File: src/rtl/psg_pkg.sv
package psg_pkg;
    localparam int PSG_CHANS   = 3;
    localparam int FINE_W      = 8;
    localparam int COARSE_W    = 4;
    localparam int TONE_W      = FINE_W + COARSE_W;
    localparam int NOISE_W     = 5;
    localparam int LFSR_W      = 17;
    localparam int LVL_W       = 4;
    localparam int AMP_W       = LVL_W + 1;
    localparam int ADDR_W      = 4;
    localparam int DATA_W      = 8;
    localparam int PRESCALE    = 8;

    localparam int REG_NOISE   = 2 * PSG_CHANS;
    localparam int REG_MIXER   = REG_NOISE + 1;
    localparam int REG_LEVEL0  = REG_MIXER + 1;
    localparam int MIX_DIR_A   = 2 * PSG_CHANS;
    localparam int MIX_DIR_B   = MIX_DIR_A + 1;

    typedef enum logic {
        TONE_LOW,
        TONE_HIGH
    } tone_state_t;

    typedef enum logic {
        NZ_FIRST_HALF,
        NZ_SECOND_HALF
    } noise_state_t;
endpackage

File: src/rtl/psg_prescaler.sv
module psg_prescaler #(
    parameter int DIV = psg_pkg::PRESCALE
) (
    input  logic clk,
    input  logic rst_n,
    output logic tick
);
    localparam int CW = (DIV > 1) ? $clog2(DIV) : 1;
    localparam logic [CW-1:0] LAST = CW'(DIV - 1);

    logic [CW-1:0] cnt_q;

    always_ff @(posedge clk or negedge rst_n) begin
        if (!rst_n) begin
            cnt_q <= '0;
        end else if (cnt_q == LAST) begin
            cnt_q <= '0;
        end else begin
            cnt_q <= cnt_q + 1'b1;
        end
    end

    assign tick = (cnt_q == LAST);
endmodule

File: src/rtl/psg_regfile.sv
module psg_regfile
    import psg_pkg::*;
(
    input  logic                                clk,
    input  logic                                rst_n,
    input  logic                                we,
    input  logic [ADDR_W-1:0]                   addr,
    input  logic [DATA_W-1:0]                   wdata,
    output logic [DATA_W-1:0]                   rdata,
    output logic [PSG_CHANS-1:0][TONE_W-1:0]    tone_period,
    output logic [NOISE_W-1:0]                  noise_period,
    output logic [DATA_W-1:0]                   mixer,
    output logic [PSG_CHANS-1:0][AMP_W-1:0]     level
);
    logic [PSG_CHANS-1:0][FINE_W-1:0]   fine_q;
    logic [PSG_CHANS-1:0][COARSE_W-1:0] coarse_q;
    logic [NOISE_W-1:0]                 noise_q;
    logic [DATA_W-1:0]                  mixer_q;
    logic [PSG_CHANS-1:0][AMP_W-1:0]    level_q;

    always_ff @(posedge clk or negedge rst_n) begin
        if (!rst_n) begin
            fine_q   <= '0;
            coarse_q <= '0;
            noise_q  <= '0;
            mixer_q  <= '0;
            level_q  <= '0;
        end else if (we) begin
            for (int ch = 0; ch < PSG_CHANS; ch++) begin
                if (addr == ADDR_W'(2 * ch))
                    fine_q[ch] <= wdata;
                if (addr == ADDR_W'(2 * ch + 1))
                    coarse_q[ch] <= wdata[COARSE_W-1:0];
                if (addr == ADDR_W'(REG_LEVEL0 + ch))
                    level_q[ch] <= wdata[AMP_W-1:0];
            end
            if (addr == ADDR_W'(REG_NOISE))
                noise_q <= wdata[NOISE_W-1:0];
            if (addr == ADDR_W'(REG_MIXER))
                mixer_q <= wdata;
        end
    end

    always_comb begin
        rdata = '0;
        for (int ch = 0; ch < PSG_CHANS; ch++) begin
            if (addr == ADDR_W'(2 * ch))
                rdata = fine_q[ch];
            if (addr == ADDR_W'(2 * ch + 1))
                rdata = DATA_W'(coarse_q[ch]);
            if (addr == ADDR_W'(REG_LEVEL0 + ch))
                rdata = DATA_W'(level_q[ch]);
        end
        if (addr == ADDR_W'(REG_NOISE))
            rdata = DATA_W'(noise_q);
        if (addr == ADDR_W'(REG_MIXER))
            rdata = mixer_q;
    end

    always_comb begin
        for (int ch = 0; ch < PSG_CHANS; ch++) begin
            tone_period[ch] = {coarse_q[ch], fine_q[ch]};
        end
    end

    assign noise_period = noise_q;
    assign mixer        = mixer_q;
    assign level        = level_q;
endmodule

File: src/rtl/psg_tone_chan.sv
module psg_tone_chan
    import psg_pkg::*;
#(
    parameter int TW = TONE_W
) (
    input  logic          clk,
    input  logic          rst_n,
    input  logic          tick,
    input  logic [TW-1:0] period,
    output logic          sq
);
    tone_state_t   state_q, state_d;
    logic [TW-1:0] cnt_q, cnt_d;
    logic [TW-1:0] limit;
    logic          expire;

    always_comb begin
        limit  = (period == '0) ? TW'(1) : period;
        expire = tick && (cnt_q >= limit - 1'b1);
    end

    always_ff @(posedge clk or negedge rst_n) begin
        if (!rst_n) begin
            state_q <= TONE_LOW;
            cnt_q   <= '0;
        end else begin
            state_q <= state_d;
            cnt_q   <= cnt_d;
        end
    end

    always_comb begin
        state_d = state_q;
        cnt_d   = cnt_q;
        if (tick) begin
            cnt_d = expire ? '0 : cnt_q + 1'b1;
        end
        if (expire) begin
            unique case (state_q)
                TONE_LOW:  state_d = TONE_HIGH;
                TONE_HIGH: state_d = TONE_LOW;
                default:   state_d = TONE_LOW;
            endcase
        end
    end

    always_comb begin
        unique case (state_q)
            TONE_LOW:  sq = 1'b0;
            TONE_HIGH: sq = 1'b1;
            default:   sq = 1'b0;
        endcase
    end
endmodule

File: src/rtl/psg_noise_gen.sv
module psg_noise_gen
    import psg_pkg::*;
#(
    parameter int               NW   = NOISE_W,
    parameter int               LW   = LFSR_W,
    parameter logic [LW-1:0]    SEED = LW'(1)
) (
    input  logic          clk,
    input  logic          rst_n,
    input  logic          tick,
    input  logic [NW-1:0] period,
    output logic          noise,
    output logic [LW-1:0] lfsr
);
    noise_state_t  state_q, state_d;
    logic [NW-1:0] cnt_q, cnt_d;
    logic [NW-1:0] limit;
    logic [LW-1:0] lfsr_q, lfsr_d;
    logic          expire;

    always_comb begin
        limit  = (period == '0) ? NW'(1) : period;
        expire = tick && (cnt_q >= limit - 1'b1);
    end

    always_ff @(posedge clk or negedge rst_n) begin
        if (!rst_n) begin
            state_q <= NZ_FIRST_HALF;
            cnt_q   <= '0;
            lfsr_q  <= SEED;
        end else begin
            state_q <= state_d;
            cnt_q   <= cnt_d;
            lfsr_q  <= lfsr_d;
        end
    end

    always_comb begin
        state_d = state_q;
        cnt_d   = cnt_q;
        lfsr_d  = lfsr_q;
        if (tick) begin
            cnt_d = expire ? '0 : cnt_q + 1'b1;
        end
        if (expire) begin
            unique case (state_q)
                NZ_FIRST_HALF: begin
                    state_d = NZ_SECOND_HALF;
                end
                NZ_SECOND_HALF: begin
                    state_d = NZ_FIRST_HALF;
                    lfsr_d  = {lfsr_q[0] ^ lfsr_q[2], lfsr_q[LW-1:1]};
                end
                default: state_d = NZ_FIRST_HALF;
            endcase
        end
    end

    assign noise = lfsr_q[0];
    assign lfsr  = lfsr_q;
endmodule

File: src/rtl/psg_tone_mixer.sv
module psg_tone_mixer
    import psg_pkg::*;
#(
    parameter int            PRESCALE_DIV = PRESCALE,
    parameter logic [16:0]   NOISE_SEED   = 17'h00001
) (
    input  logic                clk,
    input  logic                rst_n,
    input  logic                reg_we,
    input  logic [ADDR_W-1:0]   reg_addr,
    input  logic [DATA_W-1:0]   reg_wdata,
    output logic [DATA_W-1:0]   reg_rdata,
    input  logic [AMP_W-1:0]    env_level,
    output logic [AMP_W-1:0]    amp_a,
    output logic [AMP_W-1:0]    amp_b,
    output logic [AMP_W-1:0]    amp_c,
    output logic                port_a_out,
    output logic                port_b_out
);
    logic                              tick;
    logic [PSG_CHANS-1:0][TONE_W-1:0]  tone_period;
    logic [NOISE_W-1:0]                noise_period;
    logic [DATA_W-1:0]                 mixer_q;
    logic [PSG_CHANS-1:0][AMP_W-1:0]   level_q;
    logic [PSG_CHANS-1:0]              tone_sq;
    logic [PSG_CHANS-1:0]              mixed;
    logic [PSG_CHANS-1:0][AMP_W-1:0]   amp_vec;
    logic                              noise_bit;
    logic [LFSR_W-1:0]                 lfsr_q;

    psg_prescaler #(.DIV(PRESCALE_DIV)) u_presc (
        .clk  (clk),
        .rst_n(rst_n),
        .tick (tick)
    );

    psg_regfile u_regs (
        .clk         (clk),
        .rst_n       (rst_n),
        .we          (reg_we),
        .addr        (reg_addr),
        .wdata       (reg_wdata),
        .rdata       (reg_rdata),
        .tone_period (tone_period),
        .noise_period(noise_period),
        .mixer       (mixer_q),
        .level       (level_q)
    );

    psg_noise_gen #(.NW(NOISE_W), .LW(LFSR_W), .SEED(NOISE_SEED)) u_noise (
        .clk   (clk),
        .rst_n (rst_n),
        .tick  (tick),
        .period(noise_period),
        .noise (noise_bit),
        .lfsr  (lfsr_q)
    );

    for (genvar ch = 0; ch < PSG_CHANS; ch++) begin : g_chan
        psg_tone_chan #(.TW(TONE_W)) u_tone (
            .clk   (clk),
            .rst_n (rst_n),
            .tick  (tick),
            .period(tone_period[ch]),
            .sq    (tone_sq[ch])
        );

        assign mixed[ch] = (tone_sq[ch] | mixer_q[ch]) &
                           (noise_bit   | mixer_q[PSG_CHANS + ch]);

        always_comb begin
            if (!mixed[ch])
                amp_vec[ch] = '0;
            else if (level_q[ch][LVL_W])
                amp_vec[ch] = env_level;
            else
                amp_vec[ch] = {level_q[ch][LVL_W-1:0], 1'b1};
        end
    end

    assign amp_a      = amp_vec[0];
    assign amp_b      = amp_vec[1];
    assign amp_c      = amp_vec[2];
    assign port_a_out = mixer_q[MIX_DIR_A];
    assign port_b_out = mixer_q[MIX_DIR_B];
endmodule

File: config.mk
export PLATFORM = sky130hd
export DESIGN_NAME = psg_tone_mixer
export DESIGN_NICKNAME = d
export VERILOG_FILES = /design/src/rtl/psg_pkg.sv /design/src/rtl/psg_prescaler.sv /design/src/rtl/psg_regfile.sv /design/src/rtl/psg_tone_chan.sv /design/src/rtl/psg_noise_gen.sv /design/src/rtl/psg_tone_mixer.sv
export SDC_FILE = /design/constraint.sdc
export NUM_CORES = 1
export LEC_CHECK = 0
export ABC_CLOCK_PERIOD_IN_PS = 4000
export BUFFER_PORTS_ARGS = -buffer_cell sky130_fd_sc_hd__buf_2
export CAP_MARGIN = 10
export CORE_UTILIZATION = 50
export DETAILED_ROUTE_END_ITERATION = 7
export PLACE_DENSITY_LB_ADDON = 0.05
export SLEW_MARGIN = 20
export SYNTH_ARGS = -nofsm -noshare
export SYNTH_HDL_FRONTEND = slang
export SYNTH_HIERARCHICAL = 1
export SYNTH_SLANG_ARGS = --single-unit
File: constraint.sdc
create_clock -name clk -period 4 [get_ports clk]
set_clock_uncertainty 0.05 [all_clocks]
set_input_delay 0 -clock clk [delete_from_list [all_inputs] [get_ports clk]]
set_output_delay 0 -clock clk [all_outputs]
set_load 0.01 [all_outputs]
==> results.ini <==
[worst_hold_path]
hold_path_end = u_regs/mixer[2]
min_path_cells = 2
hold_start = reg_wdata[2]
hold_path_class = in2reg

[detailed_routing]
dr_total_vias = 6036
wire_length_after_detailed_routing_um = 19470
dr.pass1.iters = 5
drtIter0Drc = 513
detail_route.wl_per_cell_um = 18.85
remaining_drc_errors = 0
route.detailed.vias_per_inst = 5.843
detail-route-antenna-nets = 0

[die]
dieHeight_um = 128.6
num_io_pins = 45
placementRows = 45
die_x_um = 128.6
design.core.area_um2 = 15430
die_area_um2 = 16530
start_util_pct = 51.93

[synth]
mappedNetlistArea_um2 = 8011
net_count_synth = 835
synth-warning-count = 6
avgSynthCellArea_um2 = 10.49
gate_count_post_synth = 764

[clock_tree]
root_buffer = sky130_fd_sc_hd__clkbuf_16
cts_buffers = 17
h-tree-depth = 4
cts.clk_slew.worst_paths_ns = 0.06
clkSinkCount = 129
clock_tree.buffer_depth = 2
clock_insertion_delay_worst_skew_ns = 0.42
cts_resized = 0
tritoncts = done

[power_and_ir_drop]
power.switching_fraction_pct = 33.32
internal_power_mw = 3.071
clkPwrFrac_pct = 34.8
power-per-cell-area_nw_per_um2 = 511.4
share_of_power_burned_in_combinational_logic_pct = 25.2
p_switching_mw = 1.535
power_frac_seq_pct = 40.0
ir_drop_uv = 347.9
power.leakage_nw = 4.024
report.power.total_mw = 4.606

[cells_and_area]
post_layout_nonfiller_instances = 1033
stdcell_area_um2 = 9007
post-route-util_pct = 58.39
layout.nets = 880
flow.area_growth_from_synthesis_pct = 12.43
antenna-diode-count = 0
final_layout_size_suffix_gt1_share_pct = 23.11

[grt]
grt_antenna_before_repair = 0
number_of_global_route_vias_before_repair = 5989
grt_max_degree = 61
track_usage_pct = 25.44
grt_pass1_wl_um = 31810
grt_remaining_overflow = 0

[sta]
final-setup-viol-count = 0
timing.final.ws_setup_ns = 0.4808
finalWorstPathRequiredPeriod_ns = 3.519
timing.final.max_slew_violations = 0
worst_slew_pin_slew_ns = 0.8637
timing.fmax_mhz = 284.2
timing.hold.ws_ns = 0.02597
rsz0062_at_grt = false
max-slew-margin-rel_pct = 42.42
hold_violations = 0
final_period_util_pct = 87.98
timing.setup.tns_ns = 0

[setup_path]
critical-path-top-delay-family = simple AND/OR/NAND/NOR gates
critical_path.max_stage_delay_ns = 0.51
endpoint_kind = flip-flop
worst_r2r_path_depth = 13
critical_path_peak_fanout = 10
crit_arrival_ns = 3.81
cpMaxStageDelayCell = sky130_fd_sc_hd__dfrtp_1
regToRegEndpoint = g_chan[0].u_tone/state_q
r2r-start = u_regs/tone_period[9]
slack_of_the_worst_reg_to_reg_path_ns = 0.48
worstSetupStartpointType = flip-flop
critPathKind = reg2reg
path_cells = nor2_1 > and4_1 > a21oi_1 > ha_1 > nand3_1 > nor4b_1 > xnor2_1 > ha_1 > nand4_1 > nor2_1 > a31oi_1 > a21boi_2 > xor2_1
number_of_buffers_and_inverters_on_the_critical_path = 0
cp.required_ns = 4.29

[placement]
port_buffers = 44
dp_slack_ns = 0.5708
post-place-cells = 995
routabilityCongestion = 0.8856
hpwl_um = 14150
post_dp_cell_area_um2 = 8339

[flow_run]
cap_viol_max_count = 0

[status]
status = finished, final reports clean

==> area by class of cell <==
type / instances / area (um2)
clock buffers: 17 / 425.4
clock inverters: 15 / 182.7
fillers: 1349 / 6420
inverters: 14 / 52.55
multi-input cells: 593 / 4541
flip-flops and latches: 129 / 3229
well taps: 211 / 264.0
repair buffers: 54 / 312.8
==> worst max path at each step <==
stage / start / to / slack, ns / cells past startpoint
2_1_floorplan: u_regs/tone_period[24] / g_chan[2].u_tone/state_q / 1.06 / 11
3_3_place_gp: u_regs/tone_period[20] / g_chan[1].u_tone/state_q / 0.62 / 13
3_5_place_dp: u_regs/tone_period[9] / g_chan[0].u_tone/state_q / 0.57 / 13
4_1_cts: u_regs/tone_period[9] / g_chan[0].u_tone/state_q / 0.53 / 13
5_1_grt: u_regs/tone_period[21] / g_chan[1].u_tone/state_q / 0.14 / 13
6_report: u_regs/tone_period[9] / g_chan[0].u_tone/state_q / 0.48 / 13
==> metal layers <==
layer | global-route usage, % | part of all wire [%] | wire (um) | vias to the layer above
li1 | - | - | - | 2906
met1 | 35.56 | 47 | 9193 | 2930
met2 | 38.70 | 46 | 8865 | 179
met3 | 5.281 | 5.5 | 1064 | 21
met4 | 10.03 | 1.8 | 345 | 0
met5 | 0 | 0 | 0 | -
==> power by group through the flow <==
stage,clock network (mW),registers (mW),logic [mW]
finish,1.60,1.84,1.16
global route,1.69,1.88,1.31
CTS,1.64,1.84,1.16
detailed placement,0,1.86,1.15
global placement,0,1.85,1.11
floorplan,0,1.73,0.913
==> what timing repair did <==
| item | 4_1_cts | 5_1_grt |
|---|---|---|
| endpoints found under the hold margin | 82 | 0 |
| endpoints found under the setup margin | 0 | 0 |
| hold buffers | 6 | 0 |
| setup buffers | 0 | 0 |
==> sequential cells by signal, summed over array words and instances (netlist names) <==
signal	count
g_chan.u_tone/cnt_q	36
g_chan.u_tone/state_q	3
u_noise/cnt_q	5
u_noise/lfsr	17
u_noise/state_q	1
u_presc/cnt_q	3
u_regs/level	15
u_regs/mixer	8
u_regs/noise_period	5
u_regs/tone_period	36
==> worst reg2reg max path: cells and delay by family, from the launching register on <==
kind            cells  cell delay, ns
flops               1            0.51
xor+xnor            2            0.31
compound gates      3            0.85
fa+ha+maj           2            0.58
simple gates        6            1.14
==> cell usage in the layout (no fill, tap or decap), types with 5 or more instances in the layout <==
| cell type | count |
|---|---|
| sky130_fd_sc_hd__nor2b_1 | 6 |
| sky130_fd_sc_hd__and4_1 | 6 |
| sky130_fd_sc_hd__a21oi_1 | 30 |
| sky130_fd_sc_hd__o22ai_1 | 10 |
| sky130_fd_sc_hd__dlygate4sd3_1 | 6 |
| sky130_fd_sc_hd__mux2_2 | 73 |
| sky130_fd_sc_hd__buf_4 | 5 |
| sky130_fd_sc_hd__o21ai_0 | 15 |
| sky130_fd_sc_hd__clkbuf_16 | 17 |
| sky130_fd_sc_hd__a22oi_1 | 8 |
| sky130_fd_sc_hd__ha_1 | 51 |
| sky130_fd_sc_hd__nand2_1 | 42 |
| sky130_fd_sc_hd__nand3_1 | 17 |
| sky130_fd_sc_hd__mux2_4 | 10 |
| sky130_fd_sc_hd__nand4b_1 | 6 |
| sky130_fd_sc_hd__o211ai_1 | 6 |
| sky130_fd_sc_hd__buf_2 | 43 |
| sky130_fd_sc_hd__xnor2_1 | 28 |
| sky130_fd_sc_hd__nand3b_1 | 7 |
| sky130_fd_sc_hd__mux2i_1 | 20 |
| sky130_fd_sc_hd__inv_1 | 14 |
| sky130_fd_sc_hd__nand2b_1 | 18 |
| sky130_fd_sc_hd__xor2_1 | 30 |
| sky130_fd_sc_hd__nor2_1 | 83 |
| sky130_fd_sc_hd__a31oi_1 | 9 |
| sky130_fd_sc_hd__nor3_1 | 15 |
| sky130_fd_sc_hd__dfrtp_1 | 128 |
| sky130_fd_sc_hd__nand4_1 | 27 |
Power figures use the tool's default switching activity.
